[src/rtl/mwb_pkg.sv]
package mwb_pkg;

  localparam int BUS_W = 32;

  typedef enum logic [1:0] {
    AS_BYTE = 2'd0,
    AS_HALF = 2'd1,
    AS_WORD = 2'd2,
    AS_BAD  = 2'd3
  } acc_size_e;

  typedef enum logic [1:0] {
    NW_NONE = 2'd0,
    NW_8    = 2'd1,
    NW_16   = 2'd2,
    NW_32   = 2'd3
  } nat_width_e;

  typedef enum logic [1:0] {
    ST_IDLE = 2'd0,
    ST_RUN  = 2'd1,
    ST_DONE = 2'd2
  } seq_state_e;

  // Native width of a 4-byte group in the default register layout.
  function automatic logic [1:0] default_group_width(int g, int first_unmapped);
    int sel;
    if (g >= first_unmapped) return NW_NONE;
    sel = (g >> 3) & 3;
    case (sel)
      0:       return NW_8;
      1:       return NW_16;
      2:       return NW_32;
      default: return ((g & 1) != 0) ? NW_NONE : NW_8;
    endcase
  endfunction

  // All-ones mask of 2**lg bytes.
  function automatic logic [BUS_W-1:0] lane_mask(logic [1:0] lg);
    case (lg)
      2'd0:    return 32'h0000_00ff;
      2'd1:    return 32'h0000_ffff;
      default: return 32'hffff_ffff;
    endcase
  endfunction

  // Bit position of an access lane inside a wider native register, big-endian.
  function automatic logic [4:0] lane_shift(logic [1:0] alg, logic [1:0] nlg, logic [1:0] low);
    int nb;
    int ab;
    int pos;
    int s;
    nb  = 1 << nlg;
    ab  = 1 << alg;
    pos = int'(low) & (nb - 1);
    s   = (nb - ab - pos) * 8;
    return s[4:0];
  endfunction

  function automatic logic [BUS_W-1:0] pick_lane(logic [BUS_W-1:0] w, logic [1:0] alg,
                                                 logic [1:0] nlg, logic [1:0] low);
    return (w >> lane_shift(alg, nlg, low)) & lane_mask(alg);
  endfunction

  function automatic logic [BUS_W-1:0] put_lane(logic [BUS_W-1:0] old, logic [BUS_W-1:0] val,
                                                logic [1:0] alg, logic [1:0] nlg, logic [1:0] low);
    logic [4:0] sh;
    sh = lane_shift(alg, nlg, low);
    return ((old & ~(lane_mask(alg) << sh)) | ((val & lane_mask(alg)) << sh)) & lane_mask(nlg);
  endfunction

endpackage

[src/rtl/mwb_width_table.sv]
module mwb_width_table
  import mwb_pkg::*;
#(
  parameter int OFFS_W = 10,
  parameter int LIMIT  = 'h200
) (
  input  logic [OFFS_W-3:0] group_idx,
  output nat_width_e        native
);
  localparam int GROUPS         = 1 << (OFFS_W - 2);
  localparam int FIRST_UNMAPPED = (LIMIT >> 2);

  logic [1:0] map_q [GROUPS];

  for (genvar g = 0; g < GROUPS; g++) begin : g_entry
    assign map_q[g] = default_group_width(g, FIRST_UNMAPPED);
  end

  assign native = nat_width_e'(map_q[group_idx]);
endmodule

[src/rtl/mwb_range_check.sv]
module mwb_range_check
  import mwb_pkg::*;
#(
  parameter int OFFS_W = 10,
  parameter int LIMIT  = 'h200
) (
  input  logic [OFFS_W-1:0] off,
  input  logic [1:0]        size,
  input  nat_width_e        native,
  output logic              out_of_range,
  output logic              misaligned,
  output logic              unimpl,
  output logic              err
);
  localparam logic [OFFS_W-1:0] LIMIT_OFF = OFFS_W'(LIMIT);

  assign out_of_range = off > LIMIT_OFF;
  assign unimpl       = native == NW_NONE;

  always_comb begin
    case (acc_size_e'(size))
      AS_BYTE: misaligned = 1'b0;
      AS_HALF: misaligned = off[0];
      AS_WORD: misaligned = |off[1:0];
      default: misaligned = 1'b1;
    endcase
  end

  assign err = out_of_range | unimpl | misaligned;
endmodule

[src/rtl/mwb_sequencer.sv]
module mwb_sequencer
  import mwb_pkg::*;
#(
  parameter int OFFS_W = 10
) (
  input  logic              clk,
  input  logic              rst_n,
  input  logic              req_valid,
  input  logic              req_write,
  input  logic [1:0]        req_size,
  input  logic [OFFS_W-1:0] req_off,
  input  logic [BUS_W-1:0]  req_wdata,
  input  nat_width_e        req_native,
  input  logic              req_err,
  output logic              busy,
  output logic              rsp_ready,
  output logic              rsp_err,
  output logic [BUS_W-1:0]  rsp_rdata,
  output logic              reg_valid,
  output logic              reg_write,
  output logic [1:0]        reg_width,
  output logic [OFFS_W-1:0] reg_addr,
  output logic [BUS_W-1:0]  reg_wdata,
  input  logic [BUS_W-1:0]  reg_rdata
);
  seq_state_e        state_q;
  logic [OFFS_W-1:0] off_q;
  logic              wr_q;
  logic [1:0]        alg_q;
  logic [1:0]        nlg_q;
  logic              split_q;
  logic [2:0]        idx_q;
  logic [2:0]        nsub_q;
  logic [BUS_W-1:0]  wdata_q;
  logic [BUS_W-1:0]  old_q;
  logic [BUS_W-1:0]  acc_q;
  logic              err_q;

  // Named events for the checks.
  logic              accept;
  logic              sub_fire;
  logic              last_sub;
  logic              seq_rmw;
  logic [1:0]        req_nlg;
  logic              req_split;
  logic [2:0]        req_nsub;
  logic [OFFS_W-1:0] nbytes;
  logic [OFFS_W-1:0] base_aligned;
  logic [5:0]        split_sh;

  assign accept    = req_valid && (state_q == ST_IDLE);
  assign req_nlg   = 2'(req_native) - 2'd1;
  assign req_split = req_size >= req_nlg;
  assign req_nsub  = req_split ? (3'd1 << (req_size - req_nlg))
                               : (req_write ? 3'd2 : 3'd1);

  assign sub_fire     = state_q == ST_RUN;
  assign last_sub     = sub_fire && (idx_q == nsub_q - 3'd1);
  assign seq_rmw      = sub_fire && !split_q && wr_q;
  assign nbytes       = OFFS_W'(1) << nlg_q;
  assign base_aligned = off_q & ~(nbytes - OFFS_W'(1));
  assign split_sh     = 6'(nsub_q - 3'd1 - idx_q) << (3'(nlg_q) + 3'd3);

  always_comb begin
    reg_valid = sub_fire;
    reg_width = sub_fire ? (nlg_q + 2'd1) : 2'd0;
    if (split_q) begin
      reg_addr  = off_q + (OFFS_W'(idx_q) << nlg_q);
      reg_write = sub_fire && wr_q;
      reg_wdata = (wdata_q >> split_sh) & lane_mask(nlg_q);
    end else begin
      reg_addr  = base_aligned;
      reg_write = sub_fire && wr_q && (idx_q == 3'd1);
      reg_wdata = put_lane(old_q, wdata_q, alg_q, nlg_q, off_q[1:0]);
    end
    if (!reg_write) reg_wdata = '0;
  end

  always_ff @(posedge clk or negedge rst_n) begin
    if (!rst_n) begin
      state_q <= ST_IDLE;
      off_q   <= '0;
      wr_q    <= 1'b0;
      alg_q   <= 2'd0;
      nlg_q   <= 2'd0;
      split_q <= 1'b0;
      idx_q   <= 3'd0;
      nsub_q  <= 3'd1;
      wdata_q <= '0;
      old_q   <= '0;
      acc_q   <= '0;
      err_q   <= 1'b0;
    end else begin
      case (state_q)
        ST_IDLE: begin
          if (accept) begin
            off_q   <= req_off;
            wr_q    <= req_write;
            alg_q   <= req_size;
            nlg_q   <= req_nlg;
            split_q <= req_split;
            nsub_q  <= req_nsub;
            wdata_q <= req_wdata & lane_mask(req_size);
            old_q   <= '0;
            acc_q   <= '0;
            idx_q   <= 3'd0;
            err_q   <= req_err;
            state_q <= req_err ? ST_DONE : ST_RUN;
          end
        end
        ST_RUN: begin
          if (!wr_q) begin
            if (split_q)
              acc_q <= (acc_q << (6'd8 << nlg_q)) | (reg_rdata & lane_mask(nlg_q));
            else
              acc_q <= pick_lane(reg_rdata, alg_q, nlg_q, off_q[1:0]);
          end else if (!split_q && idx_q == 3'd0) begin
            old_q <= reg_rdata & lane_mask(nlg_q);
          end
          idx_q <= idx_q + 3'd1;
          if (last_sub) state_q <= ST_DONE;
        end
        ST_DONE: state_q <= ST_IDLE;
        default: state_q <= ST_IDLE;
      endcase
    end
  end

  assign busy      = state_q != ST_IDLE;
  assign rsp_ready = state_q == ST_DONE;
  assign rsp_err   = err_q;
  assign rsp_rdata = acc_q;

  a_r11_ready_single: assert property (@(posedge clk) disable iff (!rst_n)
    rsp_ready |=> !rsp_ready);

  a_r2_err_skips_regs: assert property (@(posedge clk) disable iff (!rst_n)
    (rsp_ready && rsp_err) |-> !$past(reg_valid));

  a_r9_rmw_read_first: assert property (@(posedge clk) disable iff (!rst_n)
    (reg_valid && reg_write && !split_q) |->
      ($past(reg_valid && !reg_write) && reg_addr == $past(reg_addr)));

  a_r8_ascending: assert property (@(posedge clk) disable iff (!rst_n)
    (reg_valid && split_q && idx_q != 3'd0) |-> (reg_addr == $past(reg_addr) + nbytes));

  a_r11_no_accept_busy: assert property (@(posedge clk) disable iff (!rst_n)
    (busy && !rsp_ready) |=> $stable(off_q) && $stable(wdata_q));
endmodule

[src/rtl/mwb_adapter.sv]
module mwb_adapter
  import mwb_pkg::*;
#(
  parameter int ADDR_W = 16,
  parameter int OFFS_W = 10,
  parameter int LIMIT  = 'h200
) (
  input  logic              clk,
  input  logic              rst_n,
  input  logic              req_valid,
  input  logic              req_write,
  input  logic [1:0]        req_size,
  input  logic [ADDR_W-1:0] req_addr,
  input  logic [31:0]       req_wdata,
  output logic              busy,
  output logic              rsp_ready,
  output logic              rsp_err,
  output logic [31:0]       rsp_rdata,
  output logic              reg_valid,
  output logic              reg_write,
  output logic [1:0]        reg_width,
  output logic [OFFS_W-1:0] reg_addr,
  output logic [31:0]       reg_wdata,
  input  logic [31:0]       reg_rdata
);
  localparam logic [OFFS_W-1:0] LIMIT_OFF = OFFS_W'(LIMIT);

  logic [OFFS_W-1:0] req_off;
  nat_width_e        req_native;
  logic              oor, mis, unimpl, req_err;

  assign req_off = req_addr[OFFS_W-1:0];

  mwb_width_table #(.OFFS_W(OFFS_W), .LIMIT(LIMIT)) u_table (
    .group_idx (req_off[OFFS_W-1:2]),
    .native    (req_native)
  );

  mwb_range_check #(.OFFS_W(OFFS_W), .LIMIT(LIMIT)) u_range (
    .off          (req_off),
    .size         (req_size),
    .native       (req_native),
    .out_of_range (oor),
    .misaligned   (mis),
    .unimpl       (unimpl),
    .err          (req_err)
  );

  mwb_sequencer #(.OFFS_W(OFFS_W)) u_seq (
    .clk        (clk),
    .rst_n      (rst_n),
    .req_valid  (req_valid),
    .req_write  (req_write),
    .req_size   (req_size),
    .req_off    (req_off),
    .req_wdata  (req_wdata),
    .req_native (req_native),
    .req_err    (req_err),
    .busy       (busy),
    .rsp_ready  (rsp_ready),
    .rsp_err    (rsp_err),
    .rsp_rdata  (rsp_rdata),
    .reg_valid  (reg_valid),
    .reg_write  (reg_write),
    .reg_width  (reg_width),
    .reg_addr   (reg_addr),
    .reg_wdata  (reg_wdata),
    .reg_rdata  (reg_rdata)
  );

  a_r2_reg_in_range: assert property (@(posedge clk) disable iff (!rst_n)
    reg_valid |-> reg_addr < LIMIT_OFF);

  a_r3_width_known: assert property (@(posedge clk) disable iff (!rst_n)
    reg_valid |-> reg_width != 2'd0);

  a_r4_reg_aligned: assert property (@(posedge clk) disable iff (!rst_n)
    reg_valid |-> ((reg_width == 2'd2 && !reg_addr[0]) ||
                   (reg_width == 2'd3 && reg_addr[1:0] == 2'd0) ||
                   reg_width == 2'd1));

  a_r4_err_cause: assert property (@(posedge clk) disable iff (!rst_n)
    (req_valid && !busy && (oor || mis || unimpl)) |=> (rsp_ready && rsp_err));
endmodule

[config.mk]
export PLATFORM = sky130hd
export DESIGN_NAME = mwb_adapter
export DESIGN_NICKNAME = d
export VERILOG_FILES = /design/src/rtl/mwb_pkg.sv /design/src/rtl/mwb_width_table.sv /design/src/rtl/mwb_range_check.sv /design/src/rtl/mwb_sequencer.sv /design/src/rtl/mwb_adapter.sv
export SDC_FILE = /design/constraint.sdc
export NUM_CORES = 1
export LEC_CHECK = 0
export ABC_AREA = 1
export ABC_CLOCK_PERIOD_IN_PS = 4660
export BUFFER_PORTS_ARGS = -buffer_cell sky130_fd_sc_hd__buf_2
export CORE_MARGIN = 3
export CORE_UTILIZATION = 40
export DETAILED_ROUTE_END_ITERATION = 12
export PLACE_DENSITY = 0.6
export RECOVER_POWER = 100
export SKIP_LAST_GASP = 1
export SYNTH_ARGS = -nofsm -noshare
export SYNTH_HDL_FRONTEND = slang
export SYNTH_SLANG_ARGS = --single-unit
[constraint.sdc]
create_clock -name clk -period 4.66 [get_ports clk]
set_input_delay 0.233 -clock clk [delete_from_list [all_inputs] [get_ports clk]]
set_output_delay 0.233 -clock clk [all_outputs]
set_load 0.01 [all_outputs]
Word-level counts from Yosys, hierarchy flattened
Memory sizes are Yosys's and may differ from the RTL's.
Index checks and enable logic that the tools add are counted.
- register bits: 121
- latch bits: 0
- bits in writable memories: 0
- bits in read-only memories: 512
- input bits: 86
- logic and storage cells: 129
- memories: 1
- memory list (name ; words ; bits a word ; read ports ; clocked after Yosys merged registers in ; write ports ; line ; text):
    (name not given) ; 256 ; 2 ; 1 ; 0 ; 0 ; mwb_width_table.sv:19 ; assign native = nat_width_e'(map_q[group_idx]);
- add/sub/neg operators: 13
- $mul: 0
- divide/modulo/power cells: 0
- magnitude comparators: 3
- eq/ne operators: 13
- shift operators: 12
- mux-type cells: 38
- bitwise logic cells: 17
- reduce and logical (&&, ||, !) cells: 20
- operator list (operator ; count):
    $mux W32 ; 19
    $pmux W32 S2 ; 5
    $and A32 B32 Y32 ; 8
    $or A32 B32 Y32 ; 2
    $shl A32 B5 Y32 ; 2
    $not A32 Y32 ; 1
    $shl A32 B6 Y32 ; 1
    $shr A32 B5 Y32 ; 1
    $shr A32 B6 Y32 ; 1
    $mux W2 ; 7
    $add A10 B10 Y10 ; 1
    $and A10 B10 Y10 ; 1
    $gt A10 B10 Y1 const B ; 1
    $logic_not A2 Y1 ; 5
    $mux W10 ; 1
    $not A10 Y10 ; 1
    $shl A1 B2 Y10 const A ; 1
    $shl A3 B2 Y10 ; 1
    $sub A10 B1 Y10 const B ; 1
    $ge A9 B9 Y1 const B ; 1
    $not A8 Y9 ; 1
    $eq A2 B1 Y1 const B ; 4
    $mux W3 ; 2
    $ne A2 B2 Y1 const B ; 3
    32 further kinds ; 45

Depth between registers and ports, before layout
- depth after elaboration: 11
- gate-level depth with buffers: 20
- depth with buffers taken out: 18

Modules after synthesis
A second synthesis with hierarchy kept.
- cells, all modules: 1682
- area total of the unflattened synthesis: 10502.6 µm²
- by module, submodules not included (module ; times used ; cells each ; area an instance (µm²)):
    mwb_sequencer ; 1 ; 1650 ; 10367.4
    mwb_range_check ; 1 ; 21 ; 90.1
    mwb_width_table ; 1 ; 11 ; 45.0

Least setup slack after synthesis
OpenSTA, ideal clock, no wires.
- path kind: register to output
- start: reg u_seq.nlg_q[0]
- end: out reg_wdata[16]
- data arrival time: 3348 ps
- setup slack: 1079 ps
- cell stages (with the launch flop): 17
- cell sequence: dfrtp_1 -> inv_2 -> ha_1 -> buf_2 -> clkinv_1 -> clkbuf_1 -> clkbuf_1 -> fa_1 -> buf_2 -> clkbuf_1 -> clkbuf_1 -> nand2_1 -> nor2_1 -> a211oi_1 -> o21ai_0 -> nand2_1 -> a21oi_1
- word-level cells in the longest chain between the ends: 11
- RTL lines (element ; line ; text):
    from (decl) ; mwb_sequencer.sv:30 ; logic [1:0] nlg_q;
    from (signal assigned) ; mwb_sequencer.sv:100 ; nlg_q <= req_nlg;
    $shl A1 B2 Y2 ; mwb_pkg.sv:53 ; nb = 1 << nlg;
    $sub A2 B2 Y2 ; mwb_pkg.sv:55 ; pos = int'(low) & (nb - 1);
    $and A2 B2 Y2 ; mwb_pkg.sv:55 ;
    $sub A2 B2 Y2 ; mwb_pkg.sv:56 ; s = (nb - ab - pos) * 8;
    $shl A32 B5 Y32 ; mwb_pkg.sv:69 ; return ((old & ~(lane_mask(alg) << sh)) | ((val & lane_mask(alg)) << sh)) & lane_mask(nlg);
    $not A32 Y32 ; mwb_pkg.sv:69 ;
    $and A32 B32 Y32 ; mwb_pkg.sv:69 ;
    $or A32 B32 Y32 ; mwb_pkg.sv:69 ;
    $and A32 B32 Y32 ; mwb_pkg.sv:69 ;
    $mux W32 (*) ; mwb_sequencer.sv:67 ; if (split_q) begin
    $mux W32 (*) ; mwb_sequencer.sv:76 ; if (!reg_write) reg_wdata = '0;
    to (decl) ; mwb_adapter.sv:23 ; output logic [31:0] reg_wdata,
Every way passes the cells marked *; elsewhere a longest branch is shown, timed or not. The select of a mux whose other input is x is not followed.

Final worst setup path
- start: reg u_seq.nlg_q[0]
- end: out reg_wdata[24]
Same word-level chain as after synthesis.

==> impl_metrics.toml <==
[status]
status = "finished with violations"
violations = "capacitance limit, slew limit"

[floorplanning]
die_x_microns = 166
dieArea_sq_um = 27600
die_h_microns = 166
core_area_sq_um = 25200
initial_core_util_pct = 40.8
rows = 58
io_pins = 167

[cts]
h-tree-depth = 4
cts_num_sinks = 121
clk_path_buf_depth = 2
cts_setup_buffers = 0
clk_pin_slew_worst_paths_ps = 60
clockRootBuffer = "clkbuf_16"
insertion_delay_ps = 440
cts_tree = "built"
cts_buffers = 17

[final_layout]
area_delta_synth_final_pct = 14.0
n_antenna_cell = 0
post-route-util_pct = 46.5
layout_commonest_cell = "nand2_1"
nets = 1841
final_area_sq_um = 11700
final_cell_mix = "nand2_1, o21ai_0, nand3_1, inv_1, dfrtp_1"
instances_no_fill = 2069
drive_above_1_share_pct = 9.49

[route]
drt_wl_total_mm = 40.1
post_drt_via_cell_ratio = 5.77
drtIter0Drc = 1483
vias = 11900
wl_per_cell_microns = 19.4
remaining_drc_errors = 0
firstDrtPassIters = 5
drtAntennaViolNets = 0

[synthesis]
ys_seq_area_share_pct = 29.5
synth_edf_count = 0
synth.avg_cell_area_sq_um = 6.30
async_reset_ff_share_pct = 100
syn_nets = 1744
yosysUniqueCellTypes = 45
syn_inst = 1629
synthFlopType = "dfrtp_1"
synth-seq-cells = 121
syn_area_sq_um = 10300
yosys_warnings = 0

[sta]
tns_ps = 0
setup_violations = 0
setup_ws_ps = 355
fin_crit_sh_pct = 92.4
max_freq_ghz = 0.232
max_slew_margin_pct = -136
tightest_slew_ps = 3530
skew_ps = 10.5
rsz0062_at_grt = "false"
hold_violations = 0
hold_ws_ps = 10.8
period_needed_ps = 4310
finalMaxSlewViolations = 181

[placed_design]
place_area_sq_um = 11200
pre_cts_slack_ps = 787
dpl.hpwl_mm = 29.4
dp.cells = 2036
numPortBuffers = 160
place_congestion = 0.946

[critical_path]
reg2reg_setup_slack_ps = 810
r2r_cells = 16
rr_startpoint = "u_seq.nlg_q[1]$_DFFE_PN0P_"
crit_type = "reg2out"
cp.arrival_ps = 4070
reg2reg_to = "u_seq.rsp_rdata[8]$_DFFE_PN0P_"
critPathLaunchType = "flip-flop"
end_kind = "primary output"
required_ps = 4430
crit_path_max_fanout = 77

[worst_hold_path]
hold_class = "in2reg"
min-delay-start = "req_wdata[5]"
hold_path_end = "u_seq.wdata_q[5]$_DFFE_PN0P_"
hold_depth = 3

[global_routing]
grt_overflow = 0
grt_pass1_vias = 10900
grt_usage_pct = 28.3
grt_pass1_wl_mm = 62.7
antenna_found_initial = 1
grt_max_degree = 85

[flow_run]
drv_cap = 3

[pwr]
peakVddDrop_uv = 461
power_mw = 9.53
power.density_nw_per_um2 = 814
p_leak_nw = 5.52
[how the worst max path moves through the flow]
stage | to | cells after the start | start
after CTS | reg_wdata[21] | 13 | u_seq.nlg_q[0]$_DFFE_PN0P_
after floorplan | reg_wdata[16] | 16 | u_seq.nlg_q[0]$_DFFE_PN0P_
final | reg_wdata[24] | 11 | u_seq.nlg_q[0]$_DFFE_PN0P_
after global routing | reg_wdata[17] | 17 | u_seq.nsub_q[0]$_DFFE_PN1P_
after global placement | reg_wdata[25] | 11 | u_seq.nlg_q[0]$_DFFE_PN0P_
after detailed placement | reg_wdata[21] | 13 | u_seq.nlg_q[0]$_DFFE_PN0P_
[cells by family after synthesis]
| kind of cell | after synthesis | share of synthesized area (%) |
|---|---|---|
| flops | 121 | 29.5 |
| simple gates | 775 | 32.3 |
| fa+ha+maj | 29 | 3.83 |
| mux | 1 | 0.0975 |
| buf+inv | 270 | 10.5 |
| compound gates | 429 | 23.4 |
| xor+xnor | 4 | 0.341 |
[flip-flops by register name (all words and copies together) (netlist names)]
| name | count |
|---|---|
| u_seq.nsub_q | 3 |
| u_seq.nlg_q | 2 |
| u_seq.alg_q | 2 |
| u_seq.off_q | 10 |
| u_seq.state_q | 2 |
| u_seq.wr_q | 1 |
| u_seq.rsp_rdata | 32 |
| u_seq.rsp_err | 1 |
| u_seq.old_q | 32 |
| u_seq.idx_q | 3 |
| u_seq.split_q | 1 |
| u_seq.wdata_q | 32 |
[metal layers]
metal  wire length, microns  global-route usage [%]
met5                     10                       0
met4                    888                    7.68
met3                   3970                    6.52
met2                  17400                    42.4
met1                  17800                    41.2
[synthesized netlist by cell type (3+ instances only)]
cell type  number  area (sq um)
nand2_1       445          1670
o21ai_0       239          1200
nand3_1       196           981
inv_1         149           559
dfrtp_1       120          3000
a21oi_1        85           425
nor2_1         69           259
clkbuf_1       67           251
nand4_1        42           263
o22ai_1        39           244
buf_2          32           160
ha_1           25           313
o211ai_1       20           150
a32o_1         16           160
buf_4           7          52.6
o21ai_1         7          35.0
buf_1           6          22.5
inv_2           6          22.5
nor2b_1         6          37.5
nor3_1          5          25.0
a211oi_1        4          30.0
a22oi_1         4          30.0
fa_1            4          80.1
nand2_2         4          25.0
clkinv_1        3          11.3
nor2_2          3          18.8
o21bai_1        3          22.5
[worst max-delay path: stages (launching register included)]
cell and delay (ps):
dfrtp_1 360, buf_4 190, inv_2 200, ha_1 260, clkinv_1 180, fa_2 620, buf_6 450, a22oi_1 340
o21ai_0 590, nand2_1 150, nor2b_1 140, clkbuf_1 160
[area by class of cell]
| class | count | area (sq um) |
|---|---|---|
| Fill cell | 2731 | 13500 |
| Inverter | 158 | 593 |
| Clock inverter | 14 | 139 |
| Tap cell | 330 | 413 |
| Multi-Input combinational cell | 1238 | 6170 |
| Clock buffer | 18 | 429 |
| Timing Repair Buffer | 190 | 937 |
| Sequential cell | 121 | 3030 |
[power by group]
group | switching, mW | internal (mW) | total, mW
Clock | 0.553 | 0.746 | 1.30
Combinational | 4.86 | 1.87 | 6.74
Sequential | 0.227 | 1.27 | 1.50
[timing repair]
action,in CTS,in global routing
endpoints found under the setup margin,0,4
hold buffers,1,0
endpoints found under the hold margin,59,0
gates resized for setup,0,2
Power figures use the tool's default switching activity.
